[src/rtl/acc_alu_pkg.sv]
package acc_alu_pkg;

    localparam int DATA_W = 8;

    typedef enum logic [4:0] {
        OP_NOP   = 5'd0,
        OP_LDA   = 5'd1,
        OP_LDB   = 5'd2,
        OP_WRPSW = 5'd3,
        OP_ADD   = 5'd4,
        OP_ADDC  = 5'd5,
        OP_SUBB  = 5'd6,
        OP_INC   = 5'd7,
        OP_DEC   = 5'd8,
        OP_AND   = 5'd9,
        OP_OR    = 5'd10,
        OP_XOR   = 5'd11,
        OP_CLR   = 5'd12,
        OP_CPL   = 5'd13,
        OP_RL    = 5'd14,
        OP_RLC   = 5'd15,
        OP_RR    = 5'd16,
        OP_RRC   = 5'd17,
        OP_SWAP  = 5'd18,
        OP_DA    = 5'd19,
        OP_MUL   = 5'd20,
        OP_DIV   = 5'd21
    } op_e;

    // result of the single-cycle datapath
    typedef struct packed {
        logic [DATA_W-1:0] res;
        logic              cy;
        logic              ac;
        logic              ov;
        logic              upd_cy;
        logic              upd_acov;
    } alu_res_t;

    // architectural state held by the top level
    typedef struct packed {
        logic [DATA_W-1:0] acc;
        logic [DATA_W-1:0] b;
        logic              cy;
        logic              ac;
        logic              f0;
        logic [1:0]        rs;
        logic              ov;
        logic              f1;
    } arch_state_t;

endpackage

[src/rtl/acc_alu_logic.sv]
module acc_alu_logic
    import acc_alu_pkg::*;
(
    input  op_e               op,
    input  logic [DATA_W-1:0] a,
    input  logic [DATA_W-1:0] opnd,
    input  logic              cy,
    input  logic              ac,
    output alu_res_t          out
);

    logic       cin;
    logic [8:0] add9, sub9;
    logic [4:0] add4, sub4;
    logic [7:0] add7, sub7;
    logic [8:0] da1, da2;
    logic       da_c1;

    always_comb begin
        cin  = (op == OP_ADD) ? 1'b0 : cy;

        add9 = {1'b0, a} + {1'b0, opnd} + {8'b0, cin};
        add4 = {1'b0, a[3:0]} + {1'b0, opnd[3:0]} + {4'b0, cin};
        add7 = {1'b0, a[6:0]} + {1'b0, opnd[6:0]} + {7'b0, cin};

        sub9 = {1'b0, a} - {1'b0, opnd} - {8'b0, cy};
        sub4 = {1'b0, a[3:0]} - {1'b0, opnd[3:0]} - {4'b0, cy};
        sub7 = {1'b0, a[6:0]} - {1'b0, opnd[6:0]} - {7'b0, cy};

        da1   = {1'b0, a} + (((a[3:0] > 4'd9) || ac) ? 9'h006 : 9'h000);
        da_c1 = cy | da1[8];
        da2   = {1'b0, da1[7:0]} + (((da1[7:4] > 4'd9) || da_c1) ? 9'h060 : 9'h000);
    end

    always_comb begin
        out          = '0;
        out.res      = a;
        out.cy       = cy;
        out.ac       = ac;
        out.upd_cy   = 1'b0;
        out.upd_acov = 1'b0;
        unique case (op)
            OP_ADD, OP_ADDC: begin
                out.res      = add9[7:0];
                out.cy       = add9[8];
                out.ac       = add4[4];
                out.ov       = add7[7] ^ add9[8];
                out.upd_cy   = 1'b1;
                out.upd_acov = 1'b1;
            end
            OP_SUBB: begin
                out.res      = sub9[7:0];
                out.cy       = sub9[8];
                out.ac       = sub4[4];
                out.ov       = sub7[7] ^ sub9[8];
                out.upd_cy   = 1'b1;
                out.upd_acov = 1'b1;
            end
            OP_INC:  out.res = a + 8'd1;
            OP_DEC:  out.res = a - 8'd1;
            OP_AND:  out.res = a & opnd;
            OP_OR:   out.res = a | opnd;
            OP_XOR:  out.res = a ^ opnd;
            OP_CLR:  out.res = '0;
            OP_CPL:  out.res = ~a;
            OP_RL:   out.res = {a[6:0], a[7]};
            OP_RR:   out.res = {a[0], a[7:1]};
            OP_RLC: begin
                out.res    = {a[6:0], cy};
                out.cy     = a[7];
                out.upd_cy = 1'b1;
            end
            OP_RRC: begin
                out.res    = {cy, a[7:1]};
                out.cy     = a[0];
                out.upd_cy = 1'b1;
            end
            OP_SWAP: out.res = {a[3:0], a[7:4]};
            OP_DA: begin
                out.res    = da2[7:0];
                out.cy     = da_c1 | da2[8];
                out.upd_cy = 1'b1;
            end
            default: out.res = a;
        endcase
    end

endmodule

[src/rtl/acc_alu_muldiv.sv]
module acc_alu_muldiv
    import acc_alu_pkg::*;
#(
    parameter int STEP_BITS = 2
) (
    input  logic              clk,
    input  logic              rst_n,
    input  logic              start,
    input  logic              is_div,
    input  logic [DATA_W-1:0] a,
    input  logic [DATA_W-1:0] b,
    output logic              busy_o,
    output logic              done_o,
    output logic [DATA_W-1:0] lo_o,
    output logic [DATA_W-1:0] hi_o,
    output logic              ov_o
);

    localparam int STEPS = DATA_W / STEP_BITS;
    localparam int CW    = $clog2(STEPS + 1);
    localparam int PW    = 2 * DATA_W;

    typedef struct packed {
        logic [CW-1:0]     cnt;
        logic              div;
        logic [PW-1:0]     mcand;
        logic [DATA_W-1:0] mplier;
        logic [PW-1:0]     prod;
        logic [DATA_W:0]   rem;
        logic [DATA_W-1:0] quo;
        logic [DATA_W-1:0] dvsr;
    } md_state_t;

    md_state_t st_q, st_d;

    always_comb begin
        st_d = st_q;
        if (start) begin
            st_d.cnt    = CW'(STEPS);
            st_d.div    = is_div;
            st_d.mcand  = {{DATA_W{1'b0}}, a};
            st_d.mplier = b;
            st_d.prod   = '0;
            st_d.rem    = '0;
            st_d.quo    = a;
            st_d.dvsr   = b;
        end else if (st_q.cnt != '0) begin
            st_d.cnt = st_q.cnt - CW'(1);
            for (int j = 0; j < STEP_BITS; j++) begin
                // shift-add multiply, LSB of multiplier first
                if (st_d.mplier[0]) begin
                    st_d.prod = st_d.prod + st_d.mcand;
                end
                st_d.mcand  = {st_d.mcand[PW-2:0], 1'b0};
                st_d.mplier = {1'b0, st_d.mplier[DATA_W-1:1]};
                // restoring divide, MSB of dividend first
                st_d.rem = {st_d.rem[DATA_W-1:0], st_d.quo[DATA_W-1]};
                st_d.quo = {st_d.quo[DATA_W-2:0], 1'b0};
                if (st_d.rem >= {1'b0, st_d.dvsr}) begin
                    st_d.rem    = st_d.rem - {1'b0, st_d.dvsr};
                    st_d.quo[0] = 1'b1;
                end
            end
        end
    end

    always_ff @(posedge clk) begin
        if (!rst_n) st_q <= '0;
        else        st_q <= st_d;
    end

    always_comb begin
        busy_o = (st_q.cnt != '0);
        done_o = (st_q.cnt == CW'(1));
        if (st_q.div) begin
            lo_o = st_d.quo;
            hi_o = st_d.rem[DATA_W-1:0];
            ov_o = (st_q.dvsr == '0);
        end else begin
            lo_o = st_d.prod[DATA_W-1:0];
            hi_o = st_d.prod[PW-1:DATA_W];
            ov_o = |st_d.prod[PW-1:DATA_W];
        end
    end

endmodule

[src/rtl/acc_alu.sv]
module acc_alu
    import acc_alu_pkg::*;
#(
    parameter int STEP_BITS = 2
) (
    input  logic       clk,
    input  logic       rst_n,
    input  logic       op_valid,
    input  logic [4:0] op_code,
    input  logic [7:0] operand,
    output logic [7:0] acc_o,
    output logic [7:0] b_o,
    output logic [7:0] psw_o,
    output logic       busy_o
);

    arch_state_t st_q, st_d;
    op_e         op;
    logic        accept;
    logic        md_start, md_busy, md_done, md_ov;
    logic [7:0]  md_lo, md_hi;
    alu_res_t    alu;

    assign op       = op_e'(op_code);
    assign accept   = op_valid && !md_busy;
    assign md_start = accept && ((op == OP_MUL) || (op == OP_DIV));

    acc_alu_logic u_logic (
        .op   (op),
        .a    (st_q.acc),
        .opnd (operand),
        .cy   (st_q.cy),
        .ac   (st_q.ac),
        .out  (alu)
    );

    acc_alu_muldiv #(.STEP_BITS(STEP_BITS)) u_md (
        .clk    (clk),
        .rst_n  (rst_n),
        .start  (md_start),
        .is_div (op == OP_DIV),
        .a      (st_q.acc),
        .b      (st_q.b),
        .busy_o (md_busy),
        .done_o (md_done),
        .lo_o   (md_lo),
        .hi_o   (md_hi),
        .ov_o   (md_ov)
    );

    always_comb begin
        st_d = st_q;
        if (md_done) begin
            st_d.acc = md_lo;
            st_d.b   = md_hi;
            st_d.cy  = 1'b0;
            st_d.ov  = md_ov;
        end else if (accept) begin
            unique case (op)
                OP_LDA: st_d.acc = operand;
                OP_LDB: st_d.b   = operand;
                OP_WRPSW: begin
                    st_d.cy = operand[7];
                    st_d.ac = operand[6];
                    st_d.f0 = operand[5];
                    st_d.rs = operand[4:3];
                    st_d.ov = operand[2];
                    st_d.f1 = operand[1];
                end
                OP_MUL, OP_DIV: st_d = st_q;
                default: begin
                    st_d.acc = alu.res;
                    if (alu.upd_cy) st_d.cy = alu.cy;
                    if (alu.upd_acov) begin
                        st_d.ac = alu.ac;
                        st_d.ov = alu.ov;
                    end
                end
            endcase
        end
    end

    always_ff @(posedge clk) begin
        if (!rst_n) st_q <= '0;
        else        st_q <= st_d;
    end

    assign acc_o  = st_q.acc;
    assign b_o    = st_q.b;
    assign psw_o  = {st_q.cy, st_q.ac, st_q.f0, st_q.rs, st_q.ov, st_q.f1, ^st_q.acc};
    assign busy_o = md_busy;

endmodule

[config.mk]
export PLATFORM = sky130hd
export DESIGN_NAME = acc_alu
export DESIGN_NICKNAME = d
export VERILOG_FILES = /design/src/rtl/acc_alu_pkg.sv /design/src/rtl/acc_alu_logic.sv /design/src/rtl/acc_alu_muldiv.sv /design/src/rtl/acc_alu.sv
export SDC_FILE = /design/constraint.sdc
export NUM_CORES = 1
export LEC_CHECK = 0
export ABC_AREA = 1
export BUFFER_PORTS_ARGS = -buffer_cell sky130_fd_sc_hd__buf_2
export CAP_MARGIN = 10
export CORE_MARGIN = 2
export CORE_UTILIZATION = 25
export CTS_CLUSTER_SIZE = 20
export DETAILED_ROUTE_END_ITERATION = 7
export SETUP_SLACK_MARGIN = 0.05
export SLEW_MARGIN = 20
export SYNTH_ARGS = -nofsm -noshare
export SYNTH_HDL_FRONTEND = slang
export SYNTH_SLANG_ARGS = --single-unit
[constraint.sdc]
create_clock -name clk -period 7.1 [get_ports clk]
set_input_delay 1.42 -clock clk [delete_from_list [all_inputs] [get_ports clk]]
set_output_delay 1.42 -clock clk [all_outputs]
set_load 0.02 [all_outputs]
==> results.md, run 1 <==
* Vias in the first global route at a little over 9000
* Hold Buf Count CTS at 0
* Post-CTS resize count at 0
* Register area share after synthesis at 19.9%
* Slew of the pin with the lowest slew margin at roughly 0.77 ns
* Slew headroom at 48.4%
* Yosys warns at 0
* Post-DP HPWL at roughly 25000 µm
* Die area at between 30000 and 40000 µm²
* Site Rows at 70
* CP required at approximately 7.4 ns
* Yosys reg bits at between 90 and 100
* Via count at between 9000 and 10000
* Routed WL at around 32000 µm
* Layout Cells excl Fill at 1946
* CTS Root Cell: clkbuf_16
* Comb power frac at 67.3%
* Vias/cell at 4.98
* NumNets Final at approximately 1600
* Post-route setup slack at between 2 and 3 ns
* Residual DRC at 0
* CTS tree: done
* Worst Clk Skew at 0.0106 ns
* Busiest grt layer: met2
* Gate Count Post-Synth at about 1500
* Post-Place Cells at slightly below 2000
* DR iter-0 viols at approximately 800
* Antenna viol nets, final at 0
* Reg power frac at approximately a fifth
* Max Fclk at ~220 MHz
* GR Util met3 at about 2.1%
* Mapped Area at 9160 µm²
* Max FO, Critical Path at 13
* Int Power at 0.00177 W
* GRT Residual Overflow at 0
* Pleak at between 4 and 5 nW
* CP delay by family, top: adder cells
* CP Data Arrival Time at approximately 4.8 ns
* Fillers at between 4000 and 5000
* Clock buffer depth at 2
* CP cell instances: inv_1 -> ha_1 -> nor2_1 -> o21ai_0 -> nand2_1 -> ha_1 -> fa_1 -> nand2_1 -> nor2_1 -> nand3_1 -> xor2_1 -> inv_1 -> o21ai_0 -> nand2_1 -> ha_1 -> fa_1 -> a2111oi_0 -> nand4_1 -> o21ai_0 -> nand3_1 -> nand2_1 -> inv_1
* Syn_nets at ~1600
* Clock power frac at between 10% and 20%
* Pwr dens at between 300 and 400 nW/µm²
* Slew Limit Fails at 0
* First-pass GRT wire length at about 50000 µm
* Core Footprint at 36300 µm²
* Initial core utilization at 25.2%
* Die height at between 150 and 200 µm
* Ys async rst share at 0%
* H-tree depth at 3
* Routed len/inst at 16.2 µm
* # diodes at 0
* Num ports at 41
* Tcrit/Tclk final at between 60% and 70%
* Initial antenna violation count at 0
* Inserted Clock Buffers at 9
* Share of layout cells above drive strength 1 at approximately 7.4%
* Met2 Use GR at roughly 28%
* Pre-CTS WS at around 2.6 ns
* Worst VDD drop at around 0.00017 V
* Switching part of the total at a little over half
* Post-CTS setup buffer count at 0
* Met1 usage at a little over a fifth
* Status: finished, final reports clean
* Max Cap Viol at 0
* Synth Area per Inst at ~6.3 µm²
* Endpoints failing setup at 0
* CP endpoint kind: register
* Hold Path Class: reg2reg
* Clock Latency Late Sink at 0.36 ns
* Cell mode on critical path: nand2_1
* Multi-input logic area at 6360 µm²
* Clk slew on worst S/H paths at 0.08 ns
* Worst path bufs/invs at 3
* PortBufs at 40
* Post-route cell area at 10100 µm²
* Clock Sinks at between 90 and 100
* Chip Width at approximately 200 µm
* Yosys cell types at between 50 and 60
* Fin crit period at 4.53 ns
* Routability Congestion at between 0.9 and 1
* Primary FF master, synth: dfxtp_1
* Largest net degree at the start of global routing at just over 60
* Total track usage at 16.4%
* Slowest stage delay, CP at around 0.70 ns
* Area after DPL at 9820 µm²
* Overall power at about 0.0039 W
* Sw power at about 0.0021 W
* Slowest stage cell, crit path: dfxtp_1
* TNS Setup at 0 ns
* Register area at approximately 1800 µm²
* Unrepaired setup endpoints after global routing: no
* Syn-to-layout area delta at 10.5%
* Final hold violation count at 0
* Post-synth EDFFs at 0
* TritonRoute pass-1 iters at 5
* Worst setup SP type: register
* Worst setup path category: reg2reg
[sequential cells by signal, summed over array words and instances, names as in the netlist]
name / flops
psw_o: 7
acc_o: 8
b_o: 8
u_md.st_q: 68
[routing by layer]
layer  share of wire, %  routed length [µm]
met5                  0                   0
met3                4.9                1540
met1                 46               14700
met2                 46               14500
met4                2.8                 880
[cells in the mapped netlist, types with 2 or more instances]
master	instances	area [µm²]
nand3_1	108	541
inv_1	199	747
o22ai_1	19	119
nor2_4	2	22.5
o211ai_1	23	173
a21o_1	3	22.5
fa_1	11	220
inv_2	8	30.0
xor2_1	23	201
dfxtp_1	91	1820
o2111ai_1	2	17.5
a21oi_2	7	61.3
and2_1	4	25.0
nand2_2	5	31.3
o221ai_1	7	61.3
or2_2	11	68.8
o21ai_1	8	40.0
xnor2_1	16	140
nor2_1	128	480
a21oi_1	113	566
nor4_1	6	37.5
clkinv_1	4	15.0
nor2_2	4	25.0
o21ai_0	67	335
a221oi_1	5	43.8
o21bai_1	7	52.6
a211oi_1	12	90.1
nand2_1	362	1360
nand4_1	14	87.6
o21a_1	2	15.0
nand3b_1	5	37.5
nand3_2	4	40.0
buf_2	6	30.0
ha_1	94	1180
nor3_1	15	75.1
buf_4	6	45.0
clkbuf_1	27	101
a31oi_1	14	87.6
[final timing paths]
path                 startpoint       endpoint  slack [ns]  cells past startpoint
hold reg to reg   u_md.st_q[48]  u_md.st_q[48]        0.47                      2
setup / recovery       acc_o[1]       acc_o[6]        2.57                     22
setup reg to reg       acc_o[1]       acc_o[6]        2.57                     22
hold / removal    u_md.st_q[48]  u_md.st_q[48]        0.47                      2
[final cells by class]
class                   instances  share of cell area, %
repair buffers                 47                   2.50
clock inverters                 6                  0.729
flip-flops and latches         91                   18.0
clock buffers                  10                   2.26
multi-input cells            1113                   62.9
well taps                     468                   5.79
inverters                     211                   7.83
[worst register-to-register path, cell delays in order (launching register included)]
cell and delay [ns]:
dfxtp_1 0.70, inv_1 0.29, ha_1 0.25, nor2_1 0.10, o21ai_0 0.07, nand2_1 0.14, ha_1 0.21, fa_1 0.19
nand2_1 0.07, nor2_1 0.18, nand3_1 0.11, xor2_1 0.17, inv_1 0.12, o21ai_0 0.10, nand2_1 0.14, ha_1 0.21
fa_1 0.42, a2111oi_0 0.46, nand4_1 0.13, o21ai_0 0.17, nand3_1 0.09, nand2_1 0.07, inv_1 0.03
[power groups by stage]
stage	Sequential [W]	Clock, W	Combinational, W
finish	0.000759	0.000506	0.00260
global route	0.000769	0.000531	0.00291
CTS	0.000755	0.000510	0.00258
detailed placement	0.000766	0	0.00257
global placement	0.000765	0	0.00254
floorplan	0.000742	0	0.00192
[layout by cell type (no fill, tap or decap), types with 40 or more instances in the layout]
master / Yosys / layout
nand3_1: 108 / 108
o21ai_0: 67 / 67
dfxtp_1: 91 / 91
inv_1: 199 / 198
a21oi_1: 113 / 113
nor2_1: 128 / 128
nand2_1: 362 / 362
buf_2: 6 / 40
ha_1: 94 / 94
[metrics by stage]
| step | utilization [%] | hold WS, ns |
|---|---|---|
| CTS | 27.8 | 0.471 |
| floorplan | - | 0.440 |
| finish | 27.8 | 0.471 |
| global route | 27.8 | 0.488 |
| global placement | 27.0 | 0.454 |
| detailed placement | 27.0 | 0.461 |
[kinds of logic (layout without fill, tap and decap cells)]
group / Yosys count / in the layout / share of synthesized area, %
buffers and inverters: 251 / 274 / 10.6
XOR/XNOR: 39 / 39 / 3.73
AND/OR/NAND/NOR: 676 / 676 / 31.8
adder cells (fa/ha/maj): 105 / 105 / 15.2
flip-flops: 91 / 91 / 19.9
AO/OA/AOI/OAI: 293 / 293 / 18.8
Note: power is estimated with default switching activity, not from simulation.
==> run 2: changes to the inputs <==
==> constraint.sdc (replaced) <==
create_clock -name clk -period 4.4 [get_ports clk]
set_input_delay 0.88 -clock clk [delete_from_list [all_inputs] [get_ports clk]]
set_output_delay 0.88 -clock clk [all_outputs]
set_load 0.02 [all_outputs]
==> run 2 against run 1 <==
Critical path depth rose by 4. Clock power rose by 62%. Clock-buffer cell count shrank 1. Worst setup slack worse by 2.2 ns. Core utilization increased by 0.49 points. Critical path type unchanged. Highest routed layer unchanged. Global-route usage up 0.29 points. Sequential share of layout area shrank 0.29 points. Wire length up 1.1%.
==> results.md, run 2 (synthesized netlist as in run 1, its figures left out) <==
* Clock Sinks at between 90 and 100
* Slew of the pin with the lowest slew margin at between 0.7 and 0.8 ns
* Tcrit/Tclk final at around 92%
* First-pass GRT wire length at around 50000 µm
* Endpoints failing setup at 0
* Max Fclk at approximately 250 MHz
* CTS Root Cell: clkbuf_16
* Pleak at 4.98 nW
* Chip Width at between 150 and 200 µm
* Hold Path Class: reg2reg
* Post-route setup slack at 0.343 ns
* CTS tree: done
* Most frequent cells in the layout: 362 x nand2_1, 198 x inv_1, 127 x nor2_1, 113 x a21oi_1, 108 x nand3_1
* # diodes at 0
* Syn-to-layout area delta at 12.4%
* Slew Limit Fails at 0
* Vias in the first global route at 9238
* Inserted Clock Buffers at 9
* DR WL met3 at between 1500 and 2000 µm
* Num ports at between 40 and 50
* Worst setup SP type: register
* Clock buffer depth at 2
* GRT Residual Overflow at 0
* Largest net degree at the start of global routing at 62
* Share of layout cells above drive strength 1 at under 10%
* Initial antenna violation count at 0
* Core Footprint at approximately 36000 µm²
* Final hold violation count at 0
* Unrepaired setup endpoints after global routing: yes
* Site Rows at 70
* Routed len/inst at between 15 and 20 µm
* Clock Latency Late Sink at between 0.3 and 0.4 ns
* Commonest non-fill, non-tap cell in the layout: nand2_1
* Total track usage at 16.7%
* Slew headroom at between 40% and 50%
* Clk slew on worst S/H paths at ~0.070 ns
* Max FFs per register at 68
* DR iter-0 viols at between 800 and 900
* Pre-CTS WS at about 0.2 ns
* Post-Place Cells at around 1900
* Routability Congestion at between 0.9 and 1
* Worst VDD drop at between 0.0003 and 0.0004 V
* Via count at ~9600
* Max Used Layer: met4
* Initial core utilization at between 20% and 30%
* Die area at roughly 38000 µm²
* Residual DRC at 0
* Final core utilization at ~28%
* NumNets Final at 1614
* Fin crit period at just over 4 ns
* Max FO, Critical Path at 5
* Met2 wire len at approximately 14000 µm
* Die height at 195 µm
* Routed WL at between 30000 and 40000 µm
* PortBufs at 40
* Pwr dens at 619 nW/µm²
* Status: finished, final reports clean
* Antenna viol nets, final at 0
* Worst setup path category: reg2reg
* CP endpoint kind: register
* Worst Clk Skew at between 0.008 and 0.009 ns
* M1 wire length at about 15000 µm
* Post-DP HPWL at between 20000 and 30000 µm
* TritonRoute pass-1 iters at 6
* CP required at 4.66 ns
* CP Data Arrival Time at 4.31 ns
* Most flops, register: u_md.st_q
* TNS Setup at 0 ns
* WHS at 0.473 ns
* H-tree depth at 3
* Layout Cells excl Fill at between 1500 and 2000
* Max Cap Viol at 0
* Vias/cell at just under 5
run 2: timing repair:
item	in CTS	in global routing
setup endpoints to repair	0	14
resized for setup	0	11
hold buffers	0	0
endpoints found under the hold margin	0	0
buffers inserted	0	1
run 2: report_power, final:
part / leakage, nW / internal [W] / total, W / switching, W
Combinational: 4.08 / 0.00150 / 0.00441 / 0.00291
Clock: 0.154 / 0.000453 / 0.000818 / 0.000365
Sequential: 0.741 / 0.000988 / 0.00114 / 0.000153
run 2: final timing paths:
check / startpoint / endpoint / slack (ns) / cells after the start
worst max-delay path: acc_o[2] / acc_o[7] / 0.34 / 26
worst min-delay path: u_md.st_q[48] / u_md.st_q[48] / 0.47 / 2
worst max register to register: acc_o[2] / acc_o[7] / 0.34 / 26
worst min register to register: u_md.st_q[48] / u_md.st_q[48] / 0.47 / 2
run 2: per-layer routing:
layer / up-vias / GRT usage [%]
met1: 4414 / 22.2
met4: 0 / 6.47
met3: 54 / 2.16
met2: 285 / 27.5
li1: 4894 / -
met5: - / 0
run 2: per-stage QoR:
step	area, µm²	power [W]
floorplan	9160	0.00429
global placement	9960	0.00545
detailed placement	9960	0.00548
CTS	10300	0.00633
global route	10300	0.00697
finish	10300	0.00637
run 2: critical path: stages (launching register included):
cell and delay, ns:
dfxtp_2 0.37, inv_1 0.08, ha_1 0.21, inv_1 0.05
nor2_1 0.03, o21ai_1 0.11, nand2_1 0.13, ha_1 0.24
fa_1 0.39, nand2_1 0.11, nor2_1 0.07, nand3_1 0.08
xor2_1 0.16, inv_1 0.10, o21ai_0 0.09, nand2_1 0.14
ha_1 0.24, fa_1 0.39, or2_2 0.31, nand3_1 0.08
o211ai_1 0.09, a21oi_1 0.17, nand2_1 0.09, nand2_1 0.06
nand3_1 0.07, nand2_1 0.07, inv_1 0.04
run 2: area by class of cell:
type | instances | area (µm²)
Fill cell | 3986 | 26100
Multi-Input combinational cell | 1113 | 6380
Sequential cell | 91 | 1820
Inverter | 211 | 792
Tap cell | 468 | 586
Timing Repair Buffer | 67 | 403
Clock buffer | 9 | 225
Clock inverter | 7 | 83.8
==> run 3: changes to the inputs <==
--- a/config.mk
+++ b/config.mk
@@ -16,4 +16,5 @@
 export SLEW_MARGIN = 20
 export SYNTH_ARGS = -nofsm -noshare
 export SYNTH_HDL_FRONTEND = slang
+export SYNTH_HIERARCHICAL = 1
 export SYNTH_SLANG_ARGS = --single-unit
==> run 3 against run 2 <==
Synthesized area increased by 10%. Die area increased by 10%. Non-clock buffer count decreased by 2. Register-to-register slack improved by 0.02 ns. Largest cell class unchanged. Clock power decreased by 2.6%. Combinational power increased by 4%. Critical path depth increased by 7. Global-route usage decreased by 0.33 points. Critical path type unchanged. Worst setup slack improved by 0.016 ns. Sequential power increased by 4%. Maximum frequency increased by 0.40%. Final cell count increased by 14%.
==> results.md, run 3 <==
* Status: finished, final reports clean
* Routability Congestion at about 0.95
* Slew of the pin with the lowest slew margin at 1.09 ns
* Mapped Area at 10100 µm²
* CP required at approximately 4.7 ns
* Initial antenna violation count at 0
* Final core utilization at about 28%
* First-pass GRT wire length at 54400 µm
* Synth Area per Inst at ~6 µm²
* # diodes at 0
* Via count at roughly 11000
* Top post-synthesis cells by count: 509 x nand2_1, 230 x inv_1, 160 x nor2_1, 139 x nand3_1, 91 x dfxtp_1
* Core Footprint at roughly 40000 µm²
* Inserted Clock Buffers at 9
* Hold depth at 2
* Worst setup SP type: register
* Share of layout cells above drive strength 1 at 10.0%
* GRT Residual Overflow at 0
* Gate Count Post-Synth at about 1700
* Unrepaired setup endpoints after global routing: yes
* Num ports at ~40
* Clock Sinks at 91
* Slew Limit Fails at 0
* Endpoints failing setup at 0
* Layout Cells excl Fill at about 2300
* Cell mode on critical path: nand2_1
* Yosys reg bits at 91
* Cell accounting for the most synthesized area: nand2_1
* TNS Setup at 0 ns
* Fin crit period at slightly above 4 ns
* CP endpoint kind: register
* Switching part of the total at 53.7%
* Primary FF master, synth: dfxtp_1
* Syn-to-layout area delta at 11.6%
* CP delay by family, top: simple AND/OR/NAND/NOR gates
* Most frequent cells in the layout: 507 x nand2_1, 230 x inv_1, 158 x nor2_1, 139 x nand3_1
* Reg2Reg Depth at 33
* Chip Width at between 200 and 250 µm
* Worst path bufs/invs at 3
* Yosys warns at 6
* Max FO, Critical Path at 5
* Pleak at ~5.6 nW
* Syn_nets at between 1500 and 2000
* Register area share after synthesis at 18.0%
* Clk slew on worst S/H paths at ~0.070 ns
* PortBufs at 40
* Yosys cell types at 52
* Hold Path Class: reg2reg
* Final hold violation count at 0
* CTS Root Cell: clkbuf_16
* Antenna viol nets, final at 0
* Routed len/inst at between 15 and 20 µm
* Synth area leaders: nand2_1 19%, dfxtp_1 18%, ha_1 11%
* Max Fclk at about 250 MHz
* Residual DRC at 0
* Tcrit/Tclk final at around nine tenths
* CP Data Arrival Time at around 4.3 ns
* Ys async rst share at 0%
* Site Rows at 73
* Clock buffer depth at 2
* Clock power frac at between 10% and 20%
* Post-DP HPWL at between 20000 and 30000 µm
* CTS tree: done
* Max FFs per register at 68
* Post-Place Cells at ~2200
* H-tree depth at 3
* Int Power at between 0.003 and 0.004 W
* NumNets Final at roughly 1800
* Slowest stage cell, crit path: fa_1
* Max Cap Viol at 0
* Die area at 42100 µm²
* Slew headroom at a little over a quarter
* Top cell type's share of synthesized area at about a fifth
* TritonRoute pass-1 iters at 7
* Worst Clk Skew at approximately 0.011 ns
* Total track usage at around 16%
* Routed WL at 34500 µm
* Comb power frac at between 60% and 70%
* Worst VDD drop at roughly 0.0003 V
* Commonest non-fill, non-tap cell in the layout: nand2_1
* WP depth at 33
* Largest net degree at the start of global routing at 56
* Reg power frac at between 10% and 20%
* DR iter-0 viols at between 800 and 900
* Sw power at between 0.003 and 0.004 W
* Vias in the first global route at 10213
* Count leader, synth: nand2_1
* Worst setup path category: reg2reg
* Die height at about 210 µm
* Hold Buf Count CTS at 0
* Clock Latency Late Sink at 0.35 ns
* Vias/cell at slightly below 5
* Post-synth EDFFs at 0
* Most flops, register: u_md/st_q
* Slowest stage delay, CP at approximately 0.4 ns
* Pwr dens at 582 nW/µm²
* Initial core utilization at 25.4%
[run 3: cell types whose count changed after synthesis, moves of 10 or more]
cell / previous run / this run
a211oi_1: 12 / 2
nand3_1: 108 / 139
nand4_1: 14 / 31
or2_2: 11 / 21
inv_1: 199 / 230
nand2_1: 362 / 509
o211ai_1: 23 / 7
nor2_1: 128 / 160
a21oi_1: 113 / 89
[run 3: cell type report]
class	count	area, µm²
clock inverter	6	72.6
inverter	245	925
tap	525	657
sequential	91	1820
timing repair buffer	65	388
multi-input combinational	1310	7190
fill	4564	28500
clock buffer	9	225
[run 3: worst register-to-register path: cells and delay by family, from the launching register on]
family | cells | cell delay [ns]
AO/OA/AOI/OAI | 1 | 0.12
adder cells (fa/ha/maj) | 3 | 0.93
buffers and inverters | 3 | 0.22
flip-flops | 1 | 0.36
AND/OR/NAND/NOR | 26 | 2.32
[run 3: power by group through the flow]
stage,combinational (W),sequential [W],clock [W]
floorplan,0.00339,0.00117,0
global placement,0.00442,0.00119,0
detailed placement,0.00445,0.00119,0
CTS,0.00447,0.00117,0.000820
global route,0.00514,0.00120,0.000848
finish,0.00459,0.00118,0.000797
[run 3: logic make-up after synthesis]
| kind of cell | count (synthesis) | share of synthesized area (%) |
|---|---|---|
| xor gates and xnor gates | 36 | 3.12 |
| AOI/OAI and AO/OA | 241 | 13.9 |
| DFF | 91 | 18.0 |
| and+or+nand+nor | 931 | 40.4 |
| buffers and inverters | 289 | 11.2 |
| muxes | 1 | 0.0990 |
| adders and majority gates | 101 | 13.3 |
[run 3: final timing paths]
| check | startpoint | end | slack [ns] |
|---|---|---|---|
| max | u_md/st_q[49] | psw_o[2] | 0.36 |
| min reg2reg | u_md/st_q[43] | u_md/st_q[43] | 0.48 |
| max reg2reg | u_md/st_q[49] | psw_o[2] | 0.36 |
| min | u_md/st_q[43] | u_md/st_q[43] | 0.48 |
[run 3: layer usage]
metal  vias up  GRT usage [%]  wire length [µm]
met2       344           26.7             15700
met4         0           5.24               818
li1       5515              -                 -
met1      5081           22.3             16100
met3        51           2.13              1900
met5         -              0                 0
[run 3: what timing repair did]
action	4_1_cts	5_1_grt
buffers inserted	0	4
gates resized for setup	0	9
endpoints found under the setup margin	0	3
[run 3: per-stage QoR]
stage               hold slack, ns  setup WS (ns)  power (W)  area (µm²)
finish                       0.484          0.359    0.00656       11300
global route                 0.506         0.0164    0.00718       11300
CTS                          0.486          0.233    0.00646       11200
detailed placement           0.475          0.250    0.00564       10900
global placement             0.458          0.322    0.00561       10900
floorplan                    0.447          0.438    0.00456       10100
